[config.mk]
export PLATFORM = sky130hd
export DESIGN_NAME = elastic_buf
export DESIGN_NICKNAME = d
export VERILOG_FILES = /design/src/rtl/elastic_buf_pkg.sv /design/src/rtl/eb_slot.sv /design/src/rtl/eb_ctrl.sv /design/src/rtl/elastic_buf.sv
export SDC_FILE = /design/constraint.sdc
export NUM_CORES = 1
export LEC_CHECK = 0
export ABC_CLOCK_PERIOD_IN_PS = 6100
export BUFFER_PORTS_ARGS = -buffer_cell sky130_fd_sc_hd__buf_4
export CAP_MARGIN = 10
export CORE_MARGIN = 4
export CORE_UTILIZATION = 53
export CTS_CLUSTER_DIAMETER = 120
export DETAILED_ROUTE_END_ITERATION = 10
export GPL_TIMING_DRIVEN = 1
export PLACE_DENSITY = 0.79
export SYNTH_ARGS = -nofsm -noshare
export SYNTH_HDL_FRONTEND = slang
export SYNTH_SLANG_ARGS = --single-unit
[constraint.sdc]
create_clock -name clk -period 6.1 [get_ports clk]
set_input_delay 1.22 -clock clk [delete_from_list [all_inputs] [get_ports clk]]
set_output_delay 1.22 -clock clk [all_outputs]
set_load 0.01 [all_outputs]
[src/rtl/elastic_buf_pkg.sv]
// Package for the elastic buffer: shared types.
// Assumes nothing beyond IEEE 1800-2017.
package elastic_buf_pkg;
    // Selects where the main slot takes its next word from
    typedef enum logic {
        SRC_UPSTREAM = 1'b0,
        SRC_SKID     = 1'b1
    } main_src_e;
endpackage

[src/rtl/eb_slot.sv]
// One half-stage: a valid flag and a data register that loads only on capture.
// Assumes: the controller never asserts ld_en and clr_en with conflicting intent;
// load takes priority, so a slot can be refilled in the cycle it is vacated.
module eb_slot #(
    parameter int DATA_W = 16
) (
    input  logic              clk,
    input  logic              rst_n,
    input  logic              ld_en,
    input  logic              clr_en,
    input  logic [DATA_W-1:0] din,
    output logic              vld,
    output logic [DATA_W-1:0] dout
);
    // Occupancy flag: set on capture, cleared when the word leaves
    always_ff @(posedge clk) begin
        if (!rst_n)      vld <= 1'b0;
        else if (ld_en)  vld <= 1'b1;
        else if (clr_en) vld <= 1'b0;
    end

    // Data register: clocked only when a word is captured
    always_ff @(posedge clk) begin
        if (ld_en) dout <= din;
    end

    // A held word may be overwritten only in the cycle it leaves
    assert_no_clobber_R3: assert property (@(posedge clk) disable iff (!rst_n)
        (ld_en && vld) |-> clr_en);
endmodule

[src/rtl/eb_ctrl.sv]
// Control for the two half-stages. It decides captures and releases and
// produces the registered upstream stop.
// Assumes: the upstream sender holds its word during a retry.
module eb_ctrl
    import elastic_buf_pkg::*;
(
    input  logic      clk,
    input  logic      rst_n,
    input  logic      up_valid,
    input  logic      dn_stop,
    input  logic      main_v,
    input  logic      skid_v,
    output logic      main_ld,
    output logic      main_clr,
    output main_src_e main_src,
    output logic      skid_ld,
    output logic      skid_clr,
    output logic      up_stop
);
    logic stop_q;
    logic accept;
    logic main_free;
    logic stop_nxt;

    // Handshake decode and slot enables
    always_comb begin
        accept    = up_valid && !stop_q;
        main_free = !main_v || !dn_stop;
        main_clr  = main_v && !dn_stop;
        main_ld   = main_free && (skid_v || accept);
        main_src  = skid_v ? SRC_SKID : SRC_UPSTREAM;
        skid_ld   = !main_free && accept;
        skid_clr  = main_free && skid_v;
        stop_nxt  = (skid_v && !skid_clr) || skid_ld;
    end

    // Upstream stop register: high while the skid slot will be occupied
    always_ff @(posedge clk) begin
        if (!rst_n) stop_q <= 1'b0;
        else        stop_q <= stop_nxt;
    end

    assign up_stop = stop_q;

    // Stop is raised only while both slots hold words
    assert_stop_full_R5: assert property (@(posedge clk) disable iff (!rst_n)
        up_stop |-> (main_v && skid_v));
    // Stop register follows skid occupancy
    assert_stop_tracks_R5: assert property (@(posedge clk) disable iff (!rst_n)
        up_stop == skid_v);
    // Skid never holds a word ahead of an empty main slot
    assert_skid_order_R3: assert property (@(posedge clk) disable iff (!rst_n)
        skid_v |-> main_v);
endmodule

[src/rtl/elastic_buf.sv]
// Two-slot elastic buffer on a valid/stop channel. The main slot feeds the
// downstream side and the skid slot absorbs one word during a stall.
// Assumes: synchronous active-low reset; the senders obey the retry rule.
module elastic_buf
    import elastic_buf_pkg::*;
#(
    parameter int DATA_W = 16
) (
    input  logic              clk,
    input  logic              rst_n,
    input  logic              up_valid,
    input  logic [DATA_W-1:0] up_data,
    output logic              up_stop,
    output logic              dn_valid,
    output logic [DATA_W-1:0] dn_data,
    input  logic              dn_stop
);
    logic              main_ld, main_clr, skid_ld, skid_clr;
    logic              main_v, skid_v;
    main_src_e         main_src;
    logic [DATA_W-1:0] skid_q;
    logic [DATA_W-1:0] main_d;

    eb_ctrl u_ctrl (
        .clk      (clk),
        .rst_n    (rst_n),
        .up_valid (up_valid),
        .dn_stop  (dn_stop),
        .main_v   (main_v),
        .skid_v   (skid_v),
        .main_ld  (main_ld),
        .main_clr (main_clr),
        .main_src (main_src),
        .skid_ld  (skid_ld),
        .skid_clr (skid_clr),
        .up_stop  (up_stop)
    );

    // Main-slot input: the skid word has priority so that order is kept
    always_comb begin
        main_d = (main_src == SRC_SKID) ? skid_q : up_data;
    end

    eb_slot #(.DATA_W(DATA_W)) u_skid (
        .clk    (clk),
        .rst_n  (rst_n),
        .ld_en  (skid_ld),
        .clr_en (skid_clr),
        .din    (up_data),
        .vld    (skid_v),
        .dout   (skid_q)
    );

    eb_slot #(.DATA_W(DATA_W)) u_main (
        .clk    (clk),
        .rst_n  (rst_n),
        .ld_en  (main_ld),
        .clr_en (main_clr),
        .din    (main_d),
        .vld    (main_v),
        .dout   (dn_data)
    );

    assign dn_valid = main_v;

    // Reset empties the buffer
    assert_reset_empty_R1: assert property (@(posedge clk)
        !rst_n |=> (!dn_valid && !up_stop));
    // Downstream retry holds the word
    assert_retry_hold_R4: assert property (@(posedge clk) disable iff (!rst_n)
        (dn_valid && dn_stop) |=> (dn_valid && $stable(dn_data)));
endmodule

# Word-level counts from Yosys, hierarchy flattened
# Cells that the tools add are included.
# word_totals
regBits	35
latch_bits	0
ramBits	0
rom_bits	0
input_bits	20
out_inout_bits	18
elab_cells	27
n_memories	0
# op_classes
addsub	0
mul	0
div	0
n_lt_le_gt_ge	0
eq_ne	0
shifts	0
muxes	6
bitwise_logic	0
n_reduce_logical	16
# op_table
cell	count
16-bit 2-to-1 mux	1
1-bit logical AND	6
1-bit zero test	5
1-bit 2-to-1 mux	5
2-bit nonzero test	2
1-bit logical OR	3

# Logic depth before layout (Yosys ltp)
# Gate-level depths: netlist of run 1.
# depth
depth_word	6
mapped_depth	4
mapped_depth_nobuf	2

# Cells and area by module
# A second synthesis of run 1 with hierarchy kept.
# unflattened
cells_unflattened	67
hier_area_um2	1388.8
# by_module_without_submodules
module	n_inst	cells_each	area_per_inst_um2	seq_area_each_um2
eb_slot	2	19	521.8	500.5
elastic_buf	1	18	249.0	0.0
eb_ctrl	1	11	96.3	20.0

# Worst setup path before layout of run 1
# No wires, ideal clock.
# synth_timing
path_kind	input to register
startpoint	input port dn_stop
endpoint	register u_main.dout[0], enable pin
setup_time_ns	0.414
arrival_time_ns	2.591
required_time_ns	5.686
setup_slack_ns	3.095
path_stages	2
path_buffers	0
path_cell_list	nand2_1 a21boi_0
# synth_via
elab_chain_len	3
# synth_rtl
element	line_no	text
start: declaration	elastic_buf.sv:16	input logic dn_stop
1-bit zero test	eb_ctrl.sv:28	main_free = !main_v || !dn_stop;
1-bit logical OR	eb_ctrl.sv:28	
1-bit logical AND	eb_ctrl.sv:30	main_ld = main_free && (skid_v || accept);
named net main_ld	elastic_buf.sv:18	logic main_ld, main_clr, skid_ld, skid_clr;
end signal: assignment	eb_slot.sv:24	if (ld_en) dout <= din;
end: declaration	eb_slot.sv:13	output logic [DATA_W-1:0] dout
# The timed path passes the listed nets, and every way through them passes these cells.
# A chain may end at the register's enable or synchronous reset.

# Final worst setup path of run 1
# layout_timing
startpoint	register u_main.dout[9]
endpoint	output port dn_data[9]
# layout_rtl
element	line_no	text
end: declaration	elastic_buf.sv:15	output logic [DATA_W-1:0] dn_data,
# No word-level cell between the ends.

==> results of run 1 <==
## path summary, 6_finish.rpt
| path | start | to | slack, ns | depth (start not counted) |
|---|---|---|---|---|
| max | u_main.dout[9] | dn_data[9] | 4.01 | 1 |
| min | u_skid.dout[9] | u_main.dout[9] | 0.56 | 1 |
| max reg2reg | u_skid.vld | u_main.dout[5] | 4.36 | 3 |
| min reg2reg | u_skid.dout[9] | u_main.dout[9] | 0.56 | 1 |
## Yosys cell counts
library cell	number	area share, %
buf_12	1	1.5
mux2_2	7	6.0
nor2_1	1	0.28
a211oi_1	2	1.1
mux2_4	9	10
a31oi_1	1	0.47
buf_6	1	0.85
nand2b_1	1	0.47
nand2_1	1	0.28
edfxtp_1	32	73
dfxtp_1	3	4.5
a21boi_0	1	0.57
inv_1	1	0.28
inv_6	1	0.66
## per-stage QoR
step                cell area [um^2]  utilization (%)  worst slack, ns
detailed placement              1610            70.10            3.268
CTS                             1697            73.86            3.639
global placement                1610            70.10            3.339
global route                    1708            74.35            3.950
floorplan                       1321                -            3.095
finish                          1708            74.35            4.007
## power breakdown
| group | total (mW) | internal, mW | switching (mW) |
|---|---|---|---|
| combinational | 0.0442 | 0.0264 | 0.0178 |
| clock | 0.170 | 0.0968 | 0.0728 |
| sequential | 0.279 | 0.275 | 0.00403 |
## cell families after synthesis
logic type,share of synthesized area (%)
flip-flops,77.27
AND/OR/NAND/NOR,1.041
multiplexers,16.19
buffers and inverters,3.314
AO/OA/AOI/OAI,2.178
## flip-flops by register name, summed over array words and instances (netlist names)
| name | cells |
|---|---|
| u_main.dout | 16 |
| u_main.vld | 1 |
| u_skid.vld | 1 |
| u_skid.dout | 16 |
| u_ctrl.up_stop | 1 |
## layer usage
metal / share of wire, % / track usage, % / up-vias / wire length (um)
li1: - / - / 329 / -
met1: 38 / 13.78 / 322 / 763
met2: 53 / 22.74 / 26 / 1050
met3: 7.7 / 6.013 / 4 / 154
met4: 1.5 / 7.947 / 0 / 29
met5: 0 / 0 / - / 0
## area by class of cell
type	instances	area (um^2)	share of cell area, %
Clock inverter	2	35.03	2.051
Clock buffer	6	51.30	3.004
Tap cell	28	35.03	2.051
Multi-Input combinational cell	23	256.5	15.02
Inverter	2	12.51	0.7326
Sequential cell	35	1021	59.78
Timing Repair Buffer	39	296.5	17.36
==> flow_summary.json, run 1 <==
{
  "die_area_um2": 3356,
  "start_util_pct": 57.52,
  "wl_per_cell_um": 14.79,
  "maxCapViolations": 0,
  "dp.cells": 126,
  "grt_pass1_wl_um": 3194,
  "antenna_cells": 0,
  "dp_hpwl_um": 1376,
  "setup_viol": 0,
  "vias": 681,
  "coreArea_um2": 2297,
  "syn_area_um2": 1321,
  "dieWidth_um": 57.93,
  "clock-sinks": 35,
  "crit_required_ns": 4.88,
  "whs_ns": 0.5555,
  "path_buf_inv": 1,
  "syn_nets": 82,
  "cp-end-kind": "primary output",
  "grt_setup_unrepaired": "no",
  "fin_setup_tns_ns": 0,
  "port-buffer-count": 37,
  "max_freq_ghz": 0.4778,
  "fillCellCount": 153,
  "cts_buffers": 5,
  "via_per_inst": 5.044,
  "synth_warnings": 0,
  "fp.dieH_um": 57.93,
  "slew_viol_final": 0,
  "cts_setup_buffers": 0,
  "cts_root_buf": "clkbuf_4",
  "rows": 17,
  "grt_max_degree": 18,
  "cts_tree": "done",
  "ys_types": 14,
  "clk_pin_slew_worst_paths_ns": 0.10,
  "post_cts_resized": 0,
  "track_usage_pct": 13.51,
  "cts_hold_buf": 0,
  "most-common-layout-cells": "buf_4 (38), edfxtp_1 (32), mux2_4 (9)",
  "drc_errors": 0,
  "hold_viol": 0,
  "finalPower_uw": 492.7,
  "post-route-min-period_ns": 2.093,
  "num_io_pins": 38,
  "hp-class": "flop to flop",
  "worstMarginPinSlew_ns": 0.9824,
  "slowest_delay_ns": 0.39,
  "htreeDepth": 2,
  "crit_type": "flop to primary output",
  "clock_path_buffers": 2,
  "critPathArrivalTime_ns": 0.87,
  "fin_worst_skew_ns": 0.006624,
  "syn2layout_area_growth_pct": 29.26,
  "fin_cells": 135,
  "ys_seq_area_share_pct": 77.27,
  "gp_congestion": 0.6589,
  "antenna_found_initial": 0,
  "final_net_count": 126,
  "cp_max_fo": 1,
  "crit_chain": "buf_4",
  "drtIter0Drc": 8,
  "synthCells": 62,
  "powerDensity_nw_per_um2": 288.5,
  "leakage_nw": 0.6701,
  "wl_um": 1996,
  "final_common_cell": "buf_4",
  "grt_pass1_vias": 703,
  "start_kind": "flop",
  "ys_seq_elements": 35,
  "ant_nets": 0,
  "clkLatencyLatePin_ns": 0.33,
  "grt.overflow.total": 0,
  "maxSlewHeadroom_pct": 34.41,
  "vdd_drop_max_mv": 0.1993,
  "dr.pass1.iters": 2,
  "crit_family": "flip-flops",
  "crit_slowest_cell": "edfxtp_1",
  "syn_avg_cell_area_um2": 21.31,
  "status": "finished, final reports clean",
  "drive_gt1_share_pct": 59.81,
  "fin_crit_sh_pct": 34.31
}
(Power assumes the default switching activity.)
==> run 2, diff against run 1 <==
--- a/config.mk
+++ b/config.mk
@@ -5,15 +5,16 @@
 export SDC_FILE = /design/constraint.sdc
 export NUM_CORES = 1
 export LEC_CHECK = 0
-export ABC_CLOCK_PERIOD_IN_PS = 6100
+export ABC_AREA = 1
+export ABC_CLOCK_PERIOD_IN_PS = 2100
 export BUFFER_PORTS_ARGS = -buffer_cell sky130_fd_sc_hd__buf_4
 export CAP_MARGIN = 10
 export CORE_MARGIN = 4
-export CORE_UTILIZATION = 53
+export CORE_UTILIZATION = 49
 export CTS_CLUSTER_DIAMETER = 120
 export DETAILED_ROUTE_END_ITERATION = 10
 export GPL_TIMING_DRIVEN = 1
-export PLACE_DENSITY = 0.79
+export PLACE_DENSITY = 0.74
 export SYNTH_ARGS = -nofsm -noshare
 export SYNTH_HDL_FRONTEND = slang
 export SYNTH_SLANG_ARGS = --single-unit
==> constraint.sdc (replaced) <==
create_clock -name clk -period 2.1 [get_ports clk]
set_input_delay 0.42 -clock clk [delete_from_list [all_inputs] [get_ports clk]]
set_output_delay 0.42 -clock clk [all_outputs]
set_load 0.01 [all_outputs]
==> flow_summary.json, run 2 <==
{
  "status": "finished, final reports clean",
  "r2r-end": "u_main.dout[13]",
  "drc_errors": 0,
  "gp_congestion": 0.7534,
  "maxSlewHeadroom_pct": 85.44,
  "fin_setup_tns_ns": 0,
  "fin_crit_sh_pct": 61.43,
  "maxCapViolations": 0,
  "whs_ns": 0.2795,
  "cp-endpoint": "u_main.dout[13]",
  "die_area_um2": 3515,
  "cp-end-kind": "flop",
  "crit_type": "flop to flop",
  "coreArea_um2": 2500,
  "antenna_cells": 0,
  "ys_seq_elements": 35,
  "ant_nets": 0,
  "power_frac_comb_pct": 10.3,
  "crit_chain": "inv_6 -> nand2_1 -> inv_1 -> nor2_1 -> buf_4",
  "drive_gt1_share_pct": 31.72,
  "critPathArrivalTime_ns": 1.30,
  "final_common_cell": "nand2_1",
  "htreeDepth": 2,
  "ys_seq_area_share_pct": 79.22,
  "port-buffer-count": 37,
  "cts_tree": "done",
  "pwr-share-clk_pct": 25.9,
  "grt_setup_unrepaired": "no",
  "num_io_pins": 38,
  "rows": 18,
  "max_freq_ghz": 0.7752,
  "wl_um": 2209,
  "cts_root_buf": "clkbuf_4",
  "ys_top_cells_by_count": "nand2_1 (54), edfxtp_1 (32), nor2_1 (4)",
  "syn_area_um2": 1289,
  "worstMarginPinSlew_ns": 0.2185,
  "synthTopCellsByArea": "edfxtp_1 (75%), nand2_1 (16%), dfxtp_1 (4.7%)",
  "via_per_inst": 4.891,
  "slowest_delay_ns": 0.41,
  "antenna_found_initial": 0,
  "start_util_pct": 51.55,
  "yosys_most_used_dff": "edfxtp_1",
  "timing.rr.start": "u_skid.vld",
  "cts_buffers": 5,
  "synth_warnings": 0,
  "wl_per_cell_um": 12.62,
  "ys_types": 8,
  "top_regs": "u_main.dout: 16 flops, u_skid.dout: 16 flops",
  "fp.dieH_um": 59.29,
  "r2r_cells": 5,
  "clkLatencyLatePin_ns": 0.32,
  "synth_top_area_share_pct": 74.56,
  "hp-class": "input pin to flop",
  "drtIter0Drc": 21,
  "grt_max_degree": 18,
  "seqPwrFrac_pct": 63.8,
  "syn_avg_cell_area_um2": 12.89,
  "multi_input_area_um2": 217.7,
  "crit_slowest_cell": "dfxtp_1",
  "fin_worst_skew_ns": 0.01019,
  "synth_edf_count": 32,
  "leakage_nw": 0.7235,
  "synth_top_cell_by_area": "edfxtp_1",
  "hold_viol": 0,
  "cts_hold_buf": 0,
  "grt_pass1_wl_um": 3698,
  "grt.overflow.total": 0,
  "vias": 856,
  "synthCells": 100,
  "swShare_pct": 21.34,
  "powerDensity_nw_per_um2": 773.9,
  "dieWidth_um": 59.29,
  "syn_nets": 120,
  "critPathLaunch": "u_skid.vld",
  "dp_hpwl_um": 1563,
  "fillCellCount": 194,
  "cp_max_fo": 17,
  "seq_area_um2": 1021,
  "vdd_drop_max_mv": 0.5682,
  "start_kind": "flop",
  "cts_setup_buffers": 0,
  "p_int_mw": 1.002,
  "final_net_count": 164,
  "crit_required_ns": 2.11,
  "synth.most_common_cell": "nand2_1",
  "setup_viol": 0,
  "slew_viol_final": 0,
  "grt_pass1_vias": 860,
  "switchingPower_uw": 271.7,
  "clock-sinks": 35,
  "post-route-min-period_ns": 1.290,
  "r2r_slack_ns": 0.81,
  "track_usage_pct": 14.72,
  "async_flop_share_pct": 0,
  "most-common-layout-cells": "nand2_1 (54), buf_4 (40), edfxtp_1 (32)",
  "syn2layout_area_growth_pct": 27.67,
  "clock_path_buffers": 2,
  "dr.pass1.iters": 4,
  "post_cts_resized": 0,
  "clk_pin_slew_worst_paths_ns": 0.10
}
-- run 2: cell types whose count changed in the layout (fill, tap and decap cells not counted), moves of 3 or more --
cell,previous run,this run
nand2_1,1,54
nor2_1,1,4
mux2_4,9,0
mux2_2,7,0
clkbuf_1,0,3
-- run 2: worst min path at each step --
stage,from,to,slack [ns],cells past startpoint
floorplan,u_skid.dout[0],u_main.dout[0],0.49,2
global placement,u_skid.dout[5],u_main.dout[5],0.50,2
detailed placement,u_skid.dout[0],u_main.dout[0],0.51,2
CTS,up_data[2],u_skid.dout[2],0.27,1
global route,up_data[2],u_skid.dout[2],0.25,1
finish,up_data[12],u_skid.dout[12],0.28,1
-- run 2: per-layer routing --
metal	vias up	part of all wire (%)	track usage (%)
li1	414	-	-
met1	406	38	14.97
met2	30	55	25.43
met3	6	5.8	5.664
met4	0	1.8	8.414
met5	-	0	0
-- run 2: worst max-delay path, delay by kind of cell (launching register included) --
family | cells | cell delay [ns]
buffers and inverters | 3 | 0.39
DFF | 1 | 0.41
and+or+nand+nor | 2 | 0.18
-- run 2: kinds of logic after synthesis --
family	count (synthesis)	synth area share, %
simple gates	58	16.89
flops	35	79.22
buf+inv	7	3.884
-- run 2: power by group through the flow --
stage	Clock [mW]	Combinational [mW]	Sequential (mW)
3_3_place_gp	0	0.128	0.827
4_1_cts	0.338	0.133	0.813
6_report	0.330	0.131	0.812
3_5_place_dp	0	0.133	0.829
2_1_floorplan	0	0.0383	0.842
5_1_grt	0.375	0.146	0.816
-- run 2: metrics by stage --
step,area [um^2],std cells,util [%],worst slack [ns],total power [mW]
after floorplan,1289,100,-,0.4138,0.8803
after global routing,1645,175,65.82,0.7133,1.337
after detailed placement,1597,167,63.86,0.7341,0.9619
after global placement,1597,167,63.86,0.7888,0.9559
after CTS,1645,175,65.82,0.7903,1.285
final,1645,175,65.82,0.8100,1.273
-- run 2: layout make-up --
class                   count  area share (%)
repair buffers             40           18.25
well taps                  30           2.281
multi-input cells          58           13.23
clock buffers               8           2.966
inverters                   4           1.217
flip-flops and latches     35           62.05
==> run 3, diff against run 2 <==
--- a/config.mk
+++ b/config.mk
@@ -5,16 +5,16 @@
 export SDC_FILE = /design/constraint.sdc
 export NUM_CORES = 1
 export LEC_CHECK = 0
-export ABC_AREA = 1
-export ABC_CLOCK_PERIOD_IN_PS = 2100
+export ABC_AREA = 0
+export ABC_CLOCK_PERIOD_IN_PS = 1300
 export BUFFER_PORTS_ARGS = -buffer_cell sky130_fd_sc_hd__buf_4
 export CAP_MARGIN = 10
 export CORE_MARGIN = 4
-export CORE_UTILIZATION = 49
+export CORE_UTILIZATION = 50
 export CTS_CLUSTER_DIAMETER = 120
 export DETAILED_ROUTE_END_ITERATION = 10
 export GPL_TIMING_DRIVEN = 1
-export PLACE_DENSITY = 0.74
+export PLACE_DENSITY = 0.75
 export SYNTH_ARGS = -nofsm -noshare
 export SYNTH_HDL_FRONTEND = slang
 export SYNTH_SLANG_ARGS = --single-unit
==> constraint.sdc (replaced) <==
create_clock -name clk -period 1.3 [get_ports clk]
set_input_delay 0.26 -clock clk [delete_from_list [all_inputs] [get_ports clk]]
set_output_delay 0.26 -clock clk [all_outputs]
set_load 0.01 [all_outputs]
==> flow_summary.json, run 3 (synthesis gave the netlist of run 1 again) <==
{
  "hold_viol": 0,
  "grt_max_degree": 17,
  "cts_hold_buf": 0,
  "cts_buffers": 5,
  "status": "finished, final reports clean",
  "most-common-layout-cells": "buf_4 (41), edfxtp_1 (32), mux2_4 (9)",
  "wl_per_cell_um": 15.49,
  "antenna_found_initial": 0,
  "antenna_cells": 0,
  "cts_tree": "done",
  "wl_um": 2184,
  "cp-end-kind": "flop",
  "die_area_um2": 3529,
  "via_per_inst": 4.993,
  "fin_crit_sh_pct": 94.05,
  "leakage_nw": 0.6864,
  "fillCellCount": 185,
  "cts_root_buf": "clkbuf_4",
  "fin_cells": 141,
  "syn2layout_area_growth_pct": 32.39,
  "final_common_cell": "buf_4",
  "port-buffer-count": 37,
  "num_io_pins": 38,
  "post-route-min-period_ns": 1.223,
  "powerDensity_nw_per_um2": 1174,
  "start_kind": "flop",
  "busiest_layer": "met2",
  "post_cts_resized": 0,
  "crit_type": "flop to flop",
  "worstMarginPinSlew_ns": 0.1844,
  "place_ws_ns": 0.08787,
  "fin_worst_skew_ns": 0.005226,
  "finalPower_mw": 2.053,
  "track_usage_pct": 13.67,
  "start_util_pct": 52.85,
  "use_met1_pct": 16.57,
  "vias": 704,
  "vdd_drop_max_mv": 0.7965,
  "grt_pass1_wl_um": 3470,
  "dr.pass1.iters": 2,
  "slew_viol_final": 0,
  "drive_gt1_share_pct": 62.16,
  "coreArea_um2": 2500,
  "hp-class": "input pin to flop",
  "critPathArrivalTime_ns": 1.25,
  "gp_congestion": 0.6710,
  "dp_hpwl_um": 1622,
  "fin_ws_ns": 0.07739,
  "grt.overflow.total": 0,
  "fp.dieH_um": 59.41,
  "dieWidth_um": 59.41,
  "setup_viol": 0,
  "seq_area_um2": 1022,
  "final_net_count": 130,
  "cts_setup_buffers": 0,
  "grt_setup_unrepaired": "no",
  "clock-sinks": 35,
  "grt_util_met3_pct": 4.357,
  "drtIter0Drc": 5,
  "htreeDepth": 2,
  "clk_pin_slew_worst_paths_ns": 0.09,
  "top_regs": "u_main.dout: 16 flops, u_skid.dout: 16 flops",
  "maxCapViolations": 0,
  "ant_nets": 0,
  "multi_input_area_um2": 277.8,
  "crit_chain": "nand2b_2 -> a21boi_4 -> buf_12",
  "crit_slowest_cell": "dfxtp_1",
  "dp.cells": 133,
  "max_freq_ghz": 0.8179,
  "slowest_delay_ns": 0.33,
  "rows": 18,
  "clock_path_buffers": 2,
  "cp_max_fo": 16,
  "drc_errors": 0,
  "maxSlewHeadroom_pct": 87.63,
  "grt_pass1_vias": 734,
  "crit_required_ns": 1.33,
  "clkLatencyLatePin_ns": 0.31,
  "grt_use_met2_pct": 23.24
}
==> run 3: final timing paths <==
path	startpoint	to	slack (ns)	depth (start not counted)
max	u_ctrl.up_stop	u_main.dout[9]	0.08	3
min	up_data[12]	u_skid.dout[12]	0.13	1
max reg2reg	u_ctrl.up_stop	u_main.dout[9]	0.08	3
min reg2reg	u_skid.vld	u_skid.vld	0.51	2
==> run 3: worst max-delay path: cells and delay by family, from the launching register on <==
family          cells  cell delay, ns
flops               1            0.33
simple gates        1            0.25
compound gates      1            0.19
buf+inv             1            0.17
==> run 3: stage by stage <==
step / hold slack, ns / instance area (um^2) / utilization [%] / TNS, ns
after floorplan: 0.3589 / 1346 / - / -0.3640
after global placement: 0.4486 / 1700 / 68.02 / 0
after detailed placement: 0.4493 / 1700 / 68.02 / 0
after CTS: 0.1174 / 1749 / 69.97 / 0
after global routing: 0.1107 / 1749 / 69.97 / 0
final: 0.1281 / 1749 / 69.97 / 0
==> run 3: area by class of cell <==
| cell class | instances | share of cell area, % |
|---|---|---|
| Inverter | 2 | 0.8584 |
| Clock buffer | 6 | 2.361 |
| Timing Repair Buffer | 43 | 19.89 |
| Multi-Input combinational cell | 23 | 15.88 |
| Sequential cell | 35 | 58.44 |
| Tap cell | 30 | 2.146 |
| Clock inverter | 2 | 0.4292 |
==> run 3: layer usage <==
metal / vias to the layer above / wire length [um]
li1: 339 / -
met1: 336 / 833
met2: 27 / 1164
met3: 2 / 170
met4: 0 / 15
met5: - / 0
==> run 3: report_power, final <==
part           internal, mW  switching (mW)  total (mW)
Combinational         0.141          0.0970       0.238
Clock                 0.200           0.309       0.509
Sequential             1.29          0.0160        1.31
Total                  1.63           0.422        2.05
